### src/rtl/xfifo_pkg.sv
package xfifo_pkg;

  typedef enum logic [2:0] {
    ST_HOLD,
    ST_RST,
    ST_IDLE,
    ST_WRITE,
    ST_READ
  } ctrlState_e;

  // Strobes from control to datapath, registered onto the pins by the datapath.
  typedef struct packed {
    logic wrFire;
    logic rdFire;
    logic drive;
    logic oe;
    logic fifoRst;
  } strobe_t;

endpackage

### src/rtl/xfifo_ctrl.sv
module xfifo_ctrl
  import xfifo_pkg::*;
#(
  parameter int RST_CYCLES = 4
) (
  input  logic    clk,
  input  logic    rstN,
  input  logic    start,
  input  logic    wrValid,
  input  logic    rdReady,
  input  logic    emptyN,
  input  logic    fullN,
  output logic    wrReady,
  output strobe_t strobes
);

  // Quiet cycles after a strobe: one for the pin register, one for the flag register.
  localparam int HOLDOFF = 2;
  localparam int CW  = $clog2(HOLDOFF + 1);
  localparam int RCW = (RST_CYCLES > 1) ? $clog2(RST_CYCLES) : 1;

  ctrlState_e state;
  logic [CW-1:0]  cool;
  logic [RCW-1:0] rstCnt;
  logic emptyQ, fullQ;
  logic wrFire, rdFire;
  logic canWrite, canRead;

  assign canWrite = wrValid && fullQ;
  assign canRead  = rdReady && emptyQ;
  assign wrFire   = (state == ST_WRITE) && (cool == '0) && canWrite;
  assign rdFire   = (state == ST_READ)  && (cool == '0) && canRead;
  assign wrReady  = wrFire;

  always_comb begin
    strobes         = '0;
    strobes.wrFire  = wrFire;
    strobes.rdFire  = rdFire;
    strobes.drive   = (state == ST_WRITE);
    strobes.oe      = (state == ST_READ);
    strobes.fifoRst = (state == ST_RST);
  end

  always_ff @(posedge clk) begin
    if (!rstN) begin
      emptyQ <= 1'b0;
      fullQ  <= 1'b0;
    end else begin
      emptyQ <= emptyN;
      fullQ  <= fullN;
    end
  end

  always_ff @(posedge clk) begin
    if (!rstN) begin
      cool <= '0;
    end else if (wrFire || rdFire) begin
      cool <= CW'(HOLDOFF);
    end else if (cool != '0) begin
      cool <= cool - 1'b1;
    end
  end

  always_ff @(posedge clk) begin
    if (!rstN) begin
      state  <= ST_HOLD;
      rstCnt <= '0;
    end else begin
      unique case (state)
        ST_HOLD: if (start) begin
          state  <= ST_RST;
          rstCnt <= RCW'(RST_CYCLES - 1);
        end
        ST_RST: begin
          if (rstCnt == '0) state <= ST_IDLE;
          else              rstCnt <= rstCnt - 1'b1;
        end
        ST_IDLE: begin
          if (start) begin
            state  <= ST_RST;
            rstCnt <= RCW'(RST_CYCLES - 1);
          end else if (canWrite) begin
            state <= ST_WRITE;
          end else if (canRead) begin
            state <= ST_READ;
          end
        end
        ST_WRITE: if ((cool == '0) && !canWrite) state <= ST_IDLE;
        ST_READ:  if ((cool == '0) && !canRead)  state <= ST_IDLE;
        default:  state <= ST_HOLD;
      endcase
    end
  end

endmodule

### src/rtl/xfifo_dpath.sv
module xfifo_dpath
  import xfifo_pkg::*;
#(
  parameter int DATA_W = 16
) (
  input  logic              clk,
  input  logic              rstN,
  input  strobe_t           strobes,
  input  logic [DATA_W-1:0] wrData,
  input  logic [DATA_W-1:0] busIn,
  output logic [DATA_W-1:0] busOut,
  output logic              busDrive,
  output logic              wenN,
  output logic              renN,
  output logic              oeN,
  output logic              fifoRstN,
  output logic              rdValid,
  output logic [DATA_W-1:0] rdData
);

  logic wordOnBus;  // FIFO output holds the popped word during this cycle

  always_ff @(posedge clk) begin
    if (!rstN) begin
      wenN     <= 1'b1;
      renN     <= 1'b1;
      oeN      <= 1'b1;
      busDrive <= 1'b0;
      fifoRstN <= 1'b1;
      busOut   <= '0;
    end else begin
      wenN     <= !strobes.wrFire;
      renN     <= !strobes.rdFire;
      oeN      <= !strobes.oe;
      busDrive <= strobes.drive;
      fifoRstN <= !strobes.fifoRst;
      if (strobes.wrFire) busOut <= wrData;
    end
  end

  always_ff @(posedge clk) begin
    if (!rstN) begin
      wordOnBus <= 1'b0;
      rdValid   <= 1'b0;
      rdData    <= '0;
    end else begin
      wordOnBus <= !renN;
      rdValid   <= wordOnBus;
      if (wordOnBus) rdData <= busIn;
    end
  end

endmodule

### src/rtl/xfifo_bus_ctrl.sv
module xfifo_bus_ctrl
  import xfifo_pkg::*;
#(
  parameter int DATA_W     = 16,
  parameter int RST_CYCLES = 4
) (
  input  logic              clk,
  input  logic              rstN,
  input  logic              start,
  input  logic              wrValid,
  input  logic [DATA_W-1:0] wrData,
  output logic              wrReady,
  input  logic              rdReady,
  output logic              rdValid,
  output logic [DATA_W-1:0] rdData,
  input  logic [DATA_W-1:0] busIn,
  output logic [DATA_W-1:0] busOut,
  output logic              busDrive,
  output logic              wenN,
  output logic              renN,
  output logic              oeN,
  output logic              fifoRstN,
  input  logic              emptyN,
  input  logic              fullN
);

  strobe_t strobes;

  xfifo_ctrl #(.RST_CYCLES(RST_CYCLES)) u_ctrl (
    .clk     (clk),
    .rstN    (rstN),
    .start   (start),
    .wrValid (wrValid),
    .rdReady (rdReady),
    .emptyN  (emptyN),
    .fullN   (fullN),
    .wrReady (wrReady),
    .strobes (strobes)
  );

  xfifo_dpath #(.DATA_W(DATA_W)) u_dpath (
    .clk      (clk),
    .rstN     (rstN),
    .strobes  (strobes),
    .wrData   (wrData),
    .busIn    (busIn),
    .busOut   (busOut),
    .busDrive (busDrive),
    .wenN     (wenN),
    .renN     (renN),
    .oeN      (oeN),
    .fifoRstN (fifoRstN),
    .rdValid  (rdValid),
    .rdData   (rdData)
  );

endmodule

### config.mk
export PLATFORM = sky130hd
export DESIGN_NAME = xfifo_bus_ctrl
export DESIGN_NICKNAME = d
export VERILOG_FILES = /design/src/rtl/xfifo_pkg.sv /design/src/rtl/xfifo_ctrl.sv /design/src/rtl/xfifo_dpath.sv /design/src/rtl/xfifo_bus_ctrl.sv
export SDC_FILE = /design/constraint.sdc
export NUM_CORES = 1
export LEC_CHECK = 0
export ABC_AREA = 1
export BUFFER_PORTS_ARGS = -buffer_cell sky130_fd_sc_hd__buf_2
export CAP_MARGIN = 20
export CORE_ASPECT_RATIO = 1.25
export CORE_UTILIZATION = 50
export DETAILED_ROUTE_END_ITERATION = 7
export PLACE_DENSITY = 0.83
export SETUP_SLACK_MARGIN = 0.1
export SLEW_MARGIN = 30
export SYNTH_ARGS = -nofsm -noshare
export SYNTH_HDL_FRONTEND = slang
export SYNTH_SLANG_ARGS = --single-unit
### constraint.sdc
create_clock -name clk -period 2.69 [get_ports clk]
set_input_delay 0.538 -clock clk [delete_from_list [all_inputs] [get_ports clk]]
set_output_delay 0.538 -clock clk [all_outputs]
set_load 0.01 [all_outputs]
=== Yosys cells after proc, flatten, opt, wreduce, memory -nomap -nowiden ===
Index checks and enable logic that the tools add are counted.

* Flip-flop bits (word level): 48
* Bits of input ports: 39

* Add/sub/neg operators: 2
* Eq/ne operators: 11
* Muxes and demuxes: 13
* Bitwise gates (word level): 1
* Reductions and logical operators: 26

{| class="wikitable"
|+ Operators by type and width
! operator !! number
|-
| $mux 3 || 7
|-
| $pmux 3 s5 || 1
|-
| $ne 2x2->1 const B || 5
|-
| $logic_and 1x1->1 || 8
|-
| $mux 2 || 4
|-
| $logic_not 1->1 || 7
|-
| $eq 3x2->1 const B || 2
|-
| $reduce_bool 2->1 || 3
|-
| $reduce_and 5->1 || 1
|-
| $logic_not 2->1 || 2
|-
| $ne 4x2->1 const B || 1
|-
| $pmux 2 s2 || 1
|-
| $reduce_or 2->1 || 2
|-
| $sub 2x1->2 const B || 2
|-
| $eq 3x1->1 const B || 1
|-
| $eq 3x3->1 const B || 1
|-
| $logic_not 3->1 || 1
|-
| $reduce_and 3->1 || 1
|-
| $ne 2x1->1 const B || 1
|-
| $logic_or 1x1->1 || 1
|-
| $not 1->1 || 1
|}

=== Longest topological paths before layout ===
Gate-level depths: netlist (run 1).

* Word-level depth: 5
* Mapped depth: 9

=== By module ===
From an unflattened synthesis (run 1), not the netlist that was laid out.

* Cell total of the unflattened synthesis: 301
* Area total of the unflattened synthesis: 2053.2 µm²

{| class="wikitable"
|+ By module, submodules not included
! module !! instances !! cells each !! area an instance (µm²)
|-
| xfifo_dpath || 1 || 221 || 1514.0
|-
| xfifo_ctrl || 1 || 80 || 539.3
|}

=== Worst setup path before layout (run 1) ===
OpenSTA, ideal clock, no wires.

* Path kind: input to output
* From: in wrValid
* To: out wrReady
* Arrival time: 1.105 ns
* Required time: 2.152 ns
* Slack: 1.047 ns
* Cell stages on the path: 5
* Cells stage by stage: nand2_1 > inv_1 > nand2_1 > nor2_8 > buf_6

* Word-level cells in the longest chain between the ends: 2

{| class="wikitable"
|+ Ends and longest elaborated chain
! what !! line !! text
|-
| start: declaration || xfifo_bus_ctrl.sv:10 || <nowiki>input logic wrValid,</nowiki>
|-
| $logic_and 1x1->1 || xfifo_ctrl.sv:29 || <nowiki>assign canWrite = wrValid && fullQ;</nowiki>
|-
| $logic_and 1x1->1 || xfifo_ctrl.sv:31 || <nowiki>assign wrFire = (state == ST_WRITE) && (cool == '0) && canWrite;</nowiki>
|-
| end: declaration || xfifo_bus_ctrl.sv:12 || <nowiki>output logic wrReady,</nowiki>
|}

Every way passes these cells.

=== Final worst setup path (run 1) ===
* From: reg u_ctrl.cool[0]
* To: out wrReady

* Word-level cells in the longest chain between the ends: 3

{| class="wikitable"
|+ Ends and longest elaborated chain
! what !! line !! text
|-
| start: declaration || xfifo_ctrl.sv:23 || <nowiki>logic [CW-1:0] cool;</nowiki>
|-
| start signal: assignment || xfifo_ctrl.sv:58 || <nowiki>cool <= CW'(HOLDOFF);</nowiki>
|-
| start signal: assignment || xfifo_ctrl.sv:60 || <nowiki>cool <= cool - 1'b1;</nowiki>
|-
| $logic_not 2->1 || xfifo_ctrl.sv:31 ||
|-
| $logic_and 1x1->1 (2 in a row) || xfifo_ctrl.sv:31 ||
|}

Every way passes these cells.

==> key figures, run 1 <==
Power
  • Peak VDD IR: 0.6305 mV
  • Combinational group share of total power: 0.206
  • Design Power: 0.001655 W
  • Switching power: 0.0004823 W
  • Power Internal: 0.001173 W
  • Total power per unit cell area: 706.9 nW/um^2
  • Sequential power share: 0.489
  • Sw Ratio: 0.2915
  • Leakage: 1.275 nW
  • Clock share of power: 0.305

Synthesis
  • Post-synth top area share: 0.5232
  • Synth Area per Inst: 7.783 um^2
  • Synth top area cells: dfxtp_1, nor2_1, o21ai_0, nand2_1, nor2_2
  • Largest area contributor in the netlist: dfxtp_1
  • Mapped Nets: 276
  • Gate Count Post-Synth: 236
  • Synth Cell Area: 1837 um^2
  • Distinct cells, synth: 21
  • Yosys warning count: 0
  • Register area share after synthesis: 0.5232
  • Register bit count reported by yosys: 48

Timing
  • Fmax: 0.5102 GHz
  • WHS: 423.2 ps
  • Slew @ Worst Pin: 496.0 ps
  • Minimum clock period: 1960 ps
  • Clock Skews: 5.148 ps
  • Final Hold Fails: 0
  • Period utilization: 0.7287
  • Final setup viols: 0
  • Worst rel slew slack: 0.6689
  • Pins Over Slew Limit: 0
  • RSZ-0062 raised after global routing: no
  • Fin Setup TNS: 0 ps

Critical path
  • CP max FO: 19
  • Critical path, cell by cell: nor2_4 > nand2_1 > nor2_8 > buf_2
  • Startpoint types: flop
  • Critical Path RT: 2150 ps
  • Setup CP Type: flop to output port
  • Family with the most delay on the worst path: simple AND/OR/NAND/NOR gates
  • Worst EP arrival: 1420 ps
  • Critical path's slowest cell: dfxtp_1
  • Critical path's largest stage delay: 350 ps
  • Critical Path End Type: output port
  • CP Buf/Inv Count: 1

Layout
  • Layout area overhead: 27.45%
  • Util after Layout: 0.6663
  • Fraction of layout cells with a size suffix above 1: 0.3355
  • Most frequent cells in the layout: buf_2, nor2_1, dfxtp_1
  • Fillers: 326
  • N_diodes: 0
  • Leading cell type in the layout, fill and taps excluded: buf_2
  • Area of the multi-input gates: 757.0 um^2
  • Post-layout net count: 352
  • Reg area: 960.9 um^2

Clock network
  • Resized cells post-CTS: 0
  • Skew-Pair Late Insertion Delay: 300 ps
  • CTS sink cnt: 48
  • Setup bufs post-CTS: 0
  • Hold_buf cts: 0
  • Clk buf depth: 2
  • Num CTS Buffers: 5
  • CTS tree: built
  • Clock-pin slew on the worst setup and hold paths: 80 ps
  • Max H-tree Level: 2
  • Root buffer cell: clkbuf_8

Detailed routing
  • Starting DRT DRC Count: 74
  • Via Count: 1,682
  • Routed Antenna Nets: 0
  • Drt total wl: 3.686 mm
  • Drt first pass iters: 4
  • DRC: 0
  • Via-per-instance ratio: 4.778
  • Wirelength per Cell: 10.47 um

Floorplanning
  • Initial core utilization: 0.5228
  • Ports: 78
  • Die height: 69.77 um
  • Core area: 3513 um^2
  • Row Count: 24
  • DIE WIDTH: 56.21 um
  • Die area: 3921 um^2

Global route
  • GRT Total Usage: 0.1999
  • Largest net degree at the start of global routing: 25
  • Vias in the first global route: 1,500
  • Antenna violations before repair: 0
  • First-pass GRT wire length: 6.203 mm
  • Gr ovfl total: 0

Placed design
  • DPL Wire Length: 2.705 mm
  • Routability-driven placement congestion ratio: 0.7668
  • Number of port buffers: 77

Run
  • Maxcap violations: 0

Outcome
  • Outcome: complete, no violations

Worst hold path
  • Hold crit path type: primary input to flop
==> worst min-delay path: cells and delay by family <==
kind / cells / cell delay (ps)
simple gates: 1 / 40
buf+inv: 2 / 110
==> per-stage QoR <==
step | area, um^2 | setup WS [ps] | std cells
finish | 2341 | 729.8 | 352
floorplan | 1837 | 1047 | 236
detailed placement | 2230 | 791.1 | 344
global route | 2341 | 609.5 | 352
CTS | 2341 | 724.9 | 352
global placement | 2230 | 802.8 | 344
==> synth_stat cells <==
cell and number:
ha_1 1, nand2_1 27, inv_1 15, dfxtp_1 48, o21bai_1 1, nand3_1 8, buf_6 2, nor2_8 1
o21ai_1 9, nor2_4 2, clkbuf_1 7, nor2_2 10, o21ai_0 26, nor2_1 66, inv_4 1, inv_2 2
nand4_1 2, a21oi_1 4, nand3_4 1, nor3_1 1, nand2_2 2
==> flip-flops by register name, indices dropped and copies added (netlist names) <==
signal             flops
u_ctrl.emptyQ          1
u_dpath.busOut        16
u_ctrl.rstCnt          2
u_ctrl.fullQ           1
u_dpath.wenN           1
u_dpath.busDrive       1
u_dpath.fifoRstN       1
u_dpath.wordOnBus      1
u_dpath.rdValid        1
u_ctrl.state           3
u_ctrl.cool            2
u_dpath.rdData        16
u_dpath.oeN            1
u_dpath.renN           1
==> logic make-up after synthesis <==
group	share of synthesized area
simple gates	0.2950
flops	0.5232
compound gates	0.1104
buf+inv	0.06472
fa+ha+maj	0.006811
==> routing by layer <==
layer  track usage  part of all wire  vias up
met1        0.2226              0.41      721
met5             0                 0        -
li1              -                 -      897
met3       0.05784             0.054        8
met2        0.3492              0.52       56
met4       0.08672             0.021        0
==> worst paths after layout <==
path                                     from                         endpoint  slack (ps)  depth (start not counted)
setup / recovery  u_ctrl.cool[0]$_SDFFE_PP0P_                          wrReady         730                          4
hold / removal                         emptyN         u_ctrl.emptyQ$_SDFF_PN0_         420                          3
setup reg to reg  u_ctrl.cool[0]$_SDFFE_PP0P_  u_dpath.busOut[15]$_SDFFE_PN0N_        1330                          6
hold reg to reg       u_dpath.renN$_SDFF_PN1_     u_dpath.wordOnBus$_SDFF_PN0_         430                          1
==> power by group through the flow <==
stage          combinational, W  sequential (W)  clock, W
3_3_place_gp           0.000333        0.000824         0
4_1_cts                0.000343        0.000810  0.000522
5_1_grt                0.000392        0.000817  0.000556
6_report               0.000340        0.000810  0.000505
3_5_place_dp           0.000339        0.000825         0
2_1_floorplan          0.000246        0.000827         0
==> layout make-up <==
type                            count  area share
Clock buffer                        5     0.02940
Clock inverter                      3     0.01817
Inverter                           18     0.02993
Multi-Input combinational cell    161      0.3234
Sequential cell                    48      0.4105
Tap cell                           39     0.02084
Timing Repair Buffer               78      0.1678
No activity file was read; power rests on OpenSTA's default activity.
==> run 2, diff against run 1 <==
--- a/config.mk
+++ b/config.mk
@@ -9,9 +9,9 @@
 export BUFFER_PORTS_ARGS = -buffer_cell sky130_fd_sc_hd__buf_2
 export CAP_MARGIN = 20
 export CORE_ASPECT_RATIO = 1.25
-export CORE_UTILIZATION = 50
+export CORE_UTILIZATION = 47
 export DETAILED_ROUTE_END_ITERATION = 7
-export PLACE_DENSITY = 0.83
+export PLACE_DENSITY = 0.79
 export SETUP_SLACK_MARGIN = 0.1
 export SLEW_MARGIN = 30
 export SYNTH_ARGS = -nofsm -noshare
==> constraint.sdc (replaced) <==
create_clock -name clk -period 2 [get_ports clk]
set_input_delay 0.4 -clock clk [delete_from_list [all_inputs] [get_ports clk]]
set_output_delay 0.4 -clock clk [all_outputs]
set_load 0.01 [all_outputs]
==> run 2 against run 1 <==
  * Register-to-register slack worse by 730 ps
  * Power grew 35%
  * Highest routed layer unchanged
  * Non-clock buffer count rose by 1
  * Critical path depth stayed put
  * Clock power rose by 32%
  * First-iteration DRC count increased by 22%
  * Die area increased by 6.2%
  * Flip-flop and latch count stayed put
  * Design area is 0.21% higher
  * Final cell count up 0.57%
  * Critical path type unchanged
  * The run now ends with DRC left
  * Largest power group unchanged
  * Setup slack worse by 490 ps
==> key figures, run 2 (same netlist as run 1, synthesis figures left out) <==
Timing
  • Period utilization: 0.8794
  • Slew @ Worst Pin: 530.9 ps
  • RSZ-0062 raised after global routing: no
  • Fin Setup TNS: 0 ps
  • Pins Over Slew Limit: 0
  • Fmax: 0.5686 GHz
  • Final setup viols: 0
  • Clock Skews: 4.612 ps
  • Worst rel slew slack: 0.6456
  • Final Hold Fails: 0
  • Minimum clock period: 1759 ps
  • WHS: 287.8 ps

Detailed routing
  • Routed Antenna Nets: 0
  • Wirelength per Cell: 10.84 um
  • DR WL met2: 1.800 mm
  • Starting DRT DRC Count: 90
  • Max Used Layer: met4
  • M1 WL: 1.772 mm
  • Via Count: 1,698
  • Drt first pass iters: 6
  • Detail Route met3 WL: 203 um
  • DRC: 8
  • Via-per-instance ratio: 4.797
  • Drt total wl: 3.838 mm

Power
  • Leakage: 1.281 nW
  • Total power per unit cell area: 949.8 nW/um^2
  • Clock share of power: 0.300
  • Combinational group share of total power: 0.210
  • Sequential power share: 0.490
  • Switching power: 0.0006461 W
  • Design Power: 0.002228 W
  • Power Internal: 0.001582 W
  • Sw Ratio: 0.2899
  • Peak VDD IR: 0.6504 mV

Placed design
  • Placed insts: 346
  • Routability-driven placement congestion ratio: 0.8874
  • Number of port buffers: 77
  • DPL Wire Length: 2.782 mm

Critical path
  • Setup CP Type: flop to output port
  • CP max FO: 13
  • Critical Path RT: 1600 ps
  • Worst EP arrival: 1360 ps
  • Startpoint types: flop
  • Crit path launch: u_ctrl.cool[0]$_SDFFE_PP0P_
  • Crit Reg-Reg Startpoint: u_dpath.wordOnBus$_SDFF_PN0_
  • Critical Path End Type: output port

Run
  • Maxcap violations: 0

Layout
  • Most frequent cells in the layout: buf_2, nor2_1, dfxtp_1
  • Layout area overhead: 27.72%
  • Top flop regs: u_dpath.busOut (16), u_dpath.rdData (16), u_ctrl.state (3)
  • Fraction of layout cells with a size suffix above 1: 0.3344
  • Non-Filler Instances: 354
  • Post-layout net count: 353
  • Fillers: 352
  • N_diodes: 0
  • Util after Layout: 0.6250
  • Leading cell type in the layout, fill and taps excluded: buf_2

Outcome
  • Failing checks: DRC
  • Outcome: finished with violations

Clock network
  • Root buffer cell: clkbuf_8
  • Num CTS Buffers: 5
  • Resized cells post-CTS: 0
  • Clock-pin slew on the worst setup and hold paths: 80 ps
  • CTS sink cnt: 48
  • CTS tree: built
  • Max H-tree Level: 2
  • Hold_buf cts: 0
  • Skew-Pair Late Insertion Delay: 290 ps
  • Clk buf depth: 2
  • Setup bufs post-CTS: 0

Global route
  • GRT Total Usage: 0.1901
  • Vias in the first global route: 1,479
  • Largest net degree at the start of global routing: 28
  • Antenna violations before repair: 0
  • Gr ovfl total: 0
  • First-pass GRT wire length: 6.223 mm

Floorplanning
  • Initial core utilization: 0.4893
  • Die height: 71.90 um
  • Die area: 4164 um^2
  • Row Count: 25
  • Ports: 78
  • Core area: 3754 um^2
  • DIE WIDTH: 57.92 um

Worst hold path
  • HP Start: emptyN
  • Hold crit path type: primary input to flop
-- run 2: cell count changes in the layout (fill, tap and decap cells not counted) --
cell / change
clkinvlp_4: -1
clkbuf_1: +1
buf_4: +1
-- run 2: cell type report --
class                           instances  area (um^2)  share of cell area
Tap cell                               40        50.05             0.02133
Timing Repair Buffer                   79        400.4              0.1707
Clock buffer                            6        72.57             0.03093
Sequential cell                        48        960.9              0.4096
Inverter                               18        70.07             0.02987
Clock inverter                          2        35.03             0.01493
Multi-Input combinational cell        161        757.0              0.3227
-- run 2: power groups by stage --
| stage | combinational [W] | clock [W] | sequential, W |
|---|---|---|---|
| 6_report | 0.000468 | 0.000669 | 0.00109 |
| 2_1_floorplan | 0.000331 | 0 | 0.00111 |
| 5_1_grt | 0.000537 | 0.000724 | 0.00110 |
| 4_1_cts | 0.000472 | 0.000690 | 0.00109 |
| 3_5_place_dp | 0.000460 | 0 | 0.00111 |
| 3_3_place_gp | 0.000451 | 0 | 0.00111 |
-- run 2: path summary, 6_finish.rpt --
kind	slack, ps	depth (start not counted)	end
worst max register to register	600	3	u_dpath.rdData[9]$_SDFFE_PN0P_
worst min-delay path	290	3	u_ctrl.emptyQ$_SDFF_PN0_
worst min register to register	420	1	u_dpath.wordOnBus$_SDFF_PN0_
worst max-delay path	240	4	wrReady
-- run 2: per-stage QoR --
step                      instance area [um^2]  worst slack [ps]
after global placement                    2238             448.0
after global routing                      2346             154.5
after CTS                                 2346             229.5
final                                     2346             241.2
after floorplan                           1837             633.3
after detailed placement                  2238             428.1
-- run 2: critical path, stage by stage, from the launching register on --
cell and delay [ps]:
dfxtp_1 350, nor2_4 180, nand2_1 150, nor2_8 220
buf_2 170
-- run 2: metal layers --
metal / vias to the layer above / track usage
met5: - / 0
met4: 0 / 0.1032
met3: 6 / 0.03922
met2: 53 / 0.3065
met1: 742 / 0.2369
li1: 897 / -
